File: src/rtl/ctc_irq_pkg.sv
// Package: shared sizes and vector formation for the interrupt vectoring unit.
// Assumes the channel count is a power of two, at most 4, so the channel
// field fits under the base bits of the vector byte.
package ctc_irq_pkg;
    localparam int unsigned NCH = 4;
    localparam int unsigned VW  = 8;
    localparam int unsigned CW  = (NCH > 1) ? $clog2(NCH) : 1;

    // Build the vector: base upper bits, channel number above bit 0, bit 0 clear.
    function automatic logic [VW-1:0] make_vec(input logic [VW-1:0] base,
                                               input logic [CW-1:0] chan);
        logic [VW-1:0] v;
        v = base;
        v[CW:1] = chan;
        v[0] = 1'b0;
        return v;
    endfunction
endpackage

File: src/rtl/ctc_irq_vecreg.sv
// Module: holds the single programmed base vector.
// Assumes a write whose bit 0 is set belongs to another register and is ignored.
module ctc_irq_vecreg #(
    parameter int unsigned VW = 8
) (
    input  logic          clk,
    input  logic          rst_n,
    input  logic          wr_en,
    input  logic [VW-1:0] wr_data,
    output logic [VW-1:0] base_o
);
    logic [VW-1:0] base_q;

    // Capture the base vector on a write that is marked as a vector word.
    always_ff @(posedge clk) begin
        if (!rst_n)
            base_q <= '0;
        else if (wr_en && !wr_data[0])
            base_q <= wr_data;
    end

    assign base_o = base_q;

    // base changes only through a vector-word write
    a_r5_base_hold: assert property (@(posedge clk) disable iff (!rst_n)
        !(wr_en && !wr_data[0]) |=> $stable(base_q));
endmodule

File: src/rtl/ctc_irq_slot.sv
// Module: one channel's place in the daisy chain.
// Keeps pending and in-service state and gates the chain enable.
// Assumes ack_i and reti_i are single-cycle strobes shared by all slots.
module ctc_irq_slot (
    input  logic clk,
    input  logic rst_n,
    input  logic evt_i,
    input  logic ie_i,
    input  logic ack_i,
    input  logic reti_i,
    input  logic chain_in,
    output logic chain_out,
    output logic irq_o
);
    logic pend_q, ins_q;
    logic take, done;

    // Request is visible only when everything above this slot lets it through.
    assign irq_o     = pend_q && chain_in;
    assign take      = ack_i && irq_o;
    assign done      = reti_i && ins_q && chain_in;
    assign chain_out = chain_in && !pend_q && !ins_q;

    // Pending: set by an enabled event, cleared by disable or acknowledge.
    always_ff @(posedge clk) begin
        if (!rst_n)
            pend_q <= 1'b0;
        else
            pend_q <= ie_i && ((pend_q && !take) || evt_i);
    end

    // In service: set on acknowledge, cleared by a return seen while owning the chain.
    always_ff @(posedge clk) begin
        if (!rst_n)
            ins_q <= 1'b0;
        else if (take)
            ins_q <= 1'b1;
        else if (done)
            ins_q <= 1'b0;
    end

    // pending appears only after an enabled event
    a_r2_pend_cause: assert property (@(posedge clk) disable iff (!rst_n)
        $rose(pend_q) |-> $past(evt_i && ie_i));
    // a disabled channel holds no request in the next cycle
    a_r3_disable_drops: assert property (@(posedge clk) disable iff (!rst_n)
        !ie_i && !evt_i |=> !pend_q);
    // service starts only on an acknowledge
    a_r8_ins_cause: assert property (@(posedge clk) disable iff (!rst_n)
        $rose(ins_q) |-> $past(ack_i && chain_in));
    // service ends only on a return seen with the chain open
    a_r9_ins_end: assert property (@(posedge clk) disable iff (!rst_n)
        $fell(ins_q) |-> $past(reti_i && chain_in));
endmodule

File: src/rtl/ctc_irq_chain.sv
// Module: top of the four-channel vectoring unit.
// Chains the slots in priority order, selects the winner, and forms the vector.
// Assumes the CPU holds inta for exactly one cycle per acknowledge.
module ctc_irq_chain
    import ctc_irq_pkg::*;
(
    input  logic          clk,
    input  logic          rst_n,
    input  logic [NCH-1:0] ch_evt,
    input  logic [NCH-1:0] ch_ie,
    input  logic          wr_en,
    input  logic [VW-1:0] wr_data,
    input  logic          iei,
    output logic          ieo,
    output logic          int_n,
    input  logic          inta,
    input  logic          reti,
    output logic          vec_oe,
    output logic [VW-1:0] vec_out
);
    logic [NCH:0]   chain;
    logic [NCH-1:0] irq;
    logic [VW-1:0]  base;
    logic [CW-1:0]  win;

    assign chain[0] = iei;

    ctc_irq_vecreg #(.VW(VW)) vreg_i (
        .clk(clk), .rst_n(rst_n), .wr_en(wr_en), .wr_data(wr_data), .base_o(base)
    );

    // One slot per channel, index 0 nearest the chain input.
    for (genvar g = 0; g < NCH; g++) begin : g_slot
        ctc_irq_slot slot_i (
            .clk(clk), .rst_n(rst_n), .evt_i(ch_evt[g]), .ie_i(ch_ie[g]),
            .ack_i(inta), .reti_i(reti), .chain_in(chain[g]),
            .chain_out(chain[g+1]), .irq_o(irq[g])
        );
    end

    // Encode the single requesting slot into a channel number.
    always_comb begin
        win = '0;
        for (int i = 0; i < NCH; i++)
            if (irq[i]) win = win | CW'(i);
    end

    assign ieo     = chain[NCH];
    assign int_n   = !(|irq);
    assign vec_oe  = inta && (|irq);
    assign vec_out = vec_oe ? make_vec(base, win) : '0;

    // the chain lets at most one slot request at a time
    a_r4_one_winner: assert property (@(posedge clk) disable iff (!rst_n)
        $onehot0(irq));
    // nothing is driven while the chain input is closed
    a_r7_no_vec: assert property (@(posedge clk) disable iff (!rst_n)
        !iei |-> !vec_oe && int_n);
    // a request inside the unit closes the chain output
    a_r6_ieo_closed: assert property (@(posedge clk) disable iff (!rst_n)
        !int_n |-> !ieo);
endmodule

File: config.mk
export PLATFORM = sky130hd
export DESIGN_NAME = ctc_irq_chain
export DESIGN_NICKNAME = d
export VERILOG_FILES = /design/src/rtl/ctc_irq_pkg.sv /design/src/rtl/ctc_irq_vecreg.sv /design/src/rtl/ctc_irq_slot.sv /design/src/rtl/ctc_irq_chain.sv
export SDC_FILE = /design/constraint.sdc
export NUM_CORES = 1
export LEC_CHECK = 0
export BUFFER_PORTS_ARGS = -buffer_cell sky130_fd_sc_hd__buf_2
export CAP_MARGIN = 15
export CELL_PAD_IN_SITES_DETAIL_PLACEMENT = 1
export CELL_PAD_IN_SITES_GLOBAL_PLACEMENT = 1
export CORE_MARGIN = 3
export CORE_UTILIZATION = 36
export DETAILED_ROUTE_END_ITERATION = 10
export MAX_ROUTING_LAYER = met4
export PLACE_DENSITY_LB_ADDON = 0.1
export SLEW_MARGIN = 0
export SYNTH_ARGS = -nofsm -noshare
export SYNTH_HDL_FRONTEND = slang
export SYNTH_HIERARCHICAL = 1
export SYNTH_SLANG_ARGS = --single-unit
File: constraint.sdc
create_clock -name clk -period 5 [get_ports clk]
set_input_delay 0.75 -clock clk [delete_from_list [all_inputs] [get_ports clk]]
set_output_delay 0.75 -clock clk [all_outputs]
set_load 0.05 [all_outputs]
==> flow_metrics.py <==
metrics = {
    "outcome": {
        "outcome": "finished, final reports clean",
    },
    "layout": {
        "n_fill_cell": 219,
        "post_layout_instance_count_excluding_filler_cells": 125,
        "sequential_cell_area_um2": 260,
        "finalNetCount": 124,
        "antennaDiodeCount": 0,
        "area_growth_syn_to_layout_pct": 26.3,
        "layout-drive-gt1-share": 0.366,
        "multiInputGateArea_um2": 377,
    },
    "timing": {
        "timing.final.crit_share": 0.719,
        "grt_setup_unrepaired": "false",
        "timing.final.crit_period_ps": 3590,
        "maxSlewViolCount": 0,
        "slew-limit-headroom": 0.615,
        "tightest_pin_transition_ps": 576,
        "timing.setup.tns_ps": 0,
        "fmax_mhz": 278,
        "setup-violations-final": 0,
        "final.setup_skew_ps": 1.07,
        "hold_viol_final": 0,
    },
    "clock_network": {
        "clock-sinks": 13,
        "clkSlewWorstSetupHoldPaths_ps": 80,
        "clock_tree.htree_level_count": 1,
        "cts_made_buffers": 3,
        "cts.hold.buffers_added": 0,
        "cts_resized": 0,
        "cts.repair_timing.setup_buffer_count": 0,
        "root_buffer": "sky130_fd_sc_hd__clkbuf_4",
        "cts_tree": "done",
        "clock_path_buffers": 2,
        "clk-insertion-delay-late_ps": 270,
    },
    "drt": {
        "route.detailed.wl_per_inst_um": 12.0,
        "detailedRoute.firstPassIterationCount": 4,
        "drt-total-wl_um": 1500,
        "drc_errors": 0,
        "detail-route-antenna-nets": 0,
        "vias": 608,
        "post_drt_via_cell_ratio": 4.86,
        "drt-initial-drc-count": 5,
    },
    "place": {
        "place.detailed.hpwl_um": 1130,
        "finalWeightedCongestion": 0.722,
        "count_of_port_buffers_added_during_placement": 29,
        "place_inst": 121,
    },
    "global_routing": {
        "globalRouteTotalUtil": 0.139,
        "grt_pass1_vias": 573,
        "antenna_violations_before_repair": 0,
        "grt_pass1_wl_um": 2500,
        "grt_max_degree": 23,
        "grt.overflow.total": 0,
    },
    "worst_setup_path": {
        "crit_required_ps": 4250,
        "critPathMaxFanout": 7,
        "arrival_ps": 2840,
        "reg2reg_depth": 5,
        "worst_setup_startpoint": "iei",
        "start_kind": "input port",
        "end_kind": "output pin",
        "worstSetupPathType": "in2out",
        "timing.rr.start": "g_slot[0].slot_i/ins_q$_SDFFE_PN0P_",
    },
    "die": {
        "starting_utilization_of_the_core_area": 0.409,
        "placementRows": 14,
        "die_width_um": 49.0,
        "fp.dieH_um": 49.0,
        "core_region_area_mm2": 0.00163,
        "top_level_ports": 33,
        "die-area_mm2": 0.00240,
    },
    "logic_synthesis": {
        "synth_fp_nets": 93,
        "mappedNetlistArea_um2": 667,
        "syn_avg_cell_area_um2": 9.39,
        "yosysWarnings": 6,
        "post_synth_inst_count": 71,
    },
    "power_and_ir_drop": {
        "pwr_density_cell_mw_per_mm2": 261,
        "power.ir.vdd_worst_mv": 0.166,
        "leakagePower_uw": 0.000441,
    },
    "flow_run": {
        "max_cap_viol_count": 0,
    },
    "worst_hold_path": {
        "worst_hold_startpoint": "vreg_i/base_o[5]$_SDFFE_PN0P_",
        "min-delay-path-class": "reg2reg",
        "hold_path_depth": 2,
    },
}
-- through the flow --
stage                     power, uW  utilization  setup WS, ps  instance area [um2]  hold slack (ps)
final                           220        0.517          1410                  842              458
after global routing            236        0.517          1120                  842              481
after CTS                       225        0.517          1360                  842              464
after detailed placement        157        0.501          1370                  816              452
after global placement          156        0.501          1380                  816              439
after floorplan                 142            -          1340                  667              430
-- placed cells by master (no fill, tap or decap), types with 4 or more instances in the layout --
master,n
sky130_fd_sc_hd__a32o_1,4
sky130_fd_sc_hd__dfxtp_1,13
sky130_fd_sc_hd__buf_2,29
sky130_fd_sc_hd__and3_1,5
sky130_fd_sc_hd__and2_1,5
sky130_fd_sc_hd__a21boi_0,4
sky130_fd_sc_hd__and2_4,4
sky130_fd_sc_hd__mux2i_1,5
sky130_fd_sc_hd__o211a_1,4
sky130_fd_sc_hd__nor3b_1,4
sky130_fd_sc_hd__nand2_1,14
-- area by class of cell --
| class | instances | share of cell area |
|---|---|---|
| multi-input combinational | 54 | 0.447 |
| sequential | 13 | 0.309 |
| timing repair buffer | 29 | 0.172 |
| tap | 24 | 0.0357 |
| clock buffer | 4 | 0.0312 |
| inverter | 1 | 0.00446 |
-- flip-flops by register name, indices dropped and copies added (netlist names) --
| register | cells |
|---|---|
| g_slot.slot_i/pend_q | 4 |
| vreg_i/base_o | 5 |
| g_slot.slot_i/ins_q | 4 |
-- metal layers --
metal  wire length [um]  global-route usage
met3                 75              0.0336
met1                714               0.163
met5                  0                   -
met4                 19              0.0995
met2                691               0.208
-- worst max-delay path: stages --
cell,delay [ps]
sky130_fd_sc_hd__buf_2,110
sky130_fd_sc_hd__nor3b_1,340
sky130_fd_sc_hd__nor3b_1,400
sky130_fd_sc_hd__nor3b_1,420
sky130_fd_sc_hd__and2_4,250
sky130_fd_sc_hd__or4_4,150
sky130_fd_sc_hd__and3_1,160
sky130_fd_sc_hd__buf_2,260
-- where the power goes --
| part | total [uW] | internal (uW) | switching (uW) | leakage, uW |
|---|---|---|---|---|
| Combinational | 44.6 | 16.8 | 27.8 | 0.000320 |
| Clock | 65.5 | 30.9 | 34.6 | 0.0000150 |
| Sequential | 110 | 108 | 2.07 | 0.000106 |
-- final timing paths --
check | slack (ps) | endpoint
max reg2reg | 3040 | g_slot[3].slot_i/pend_q$_SDFF_PN0_
min reg2reg | 460 | vreg_i/base_o[5]$_SDFFE_PN0P_
min | 460 | vreg_i/base_o[5]$_SDFFE_PN0P_
max | 1410 | vec_out[4]
No activity file was read; power rests on OpenSTA's default activity.
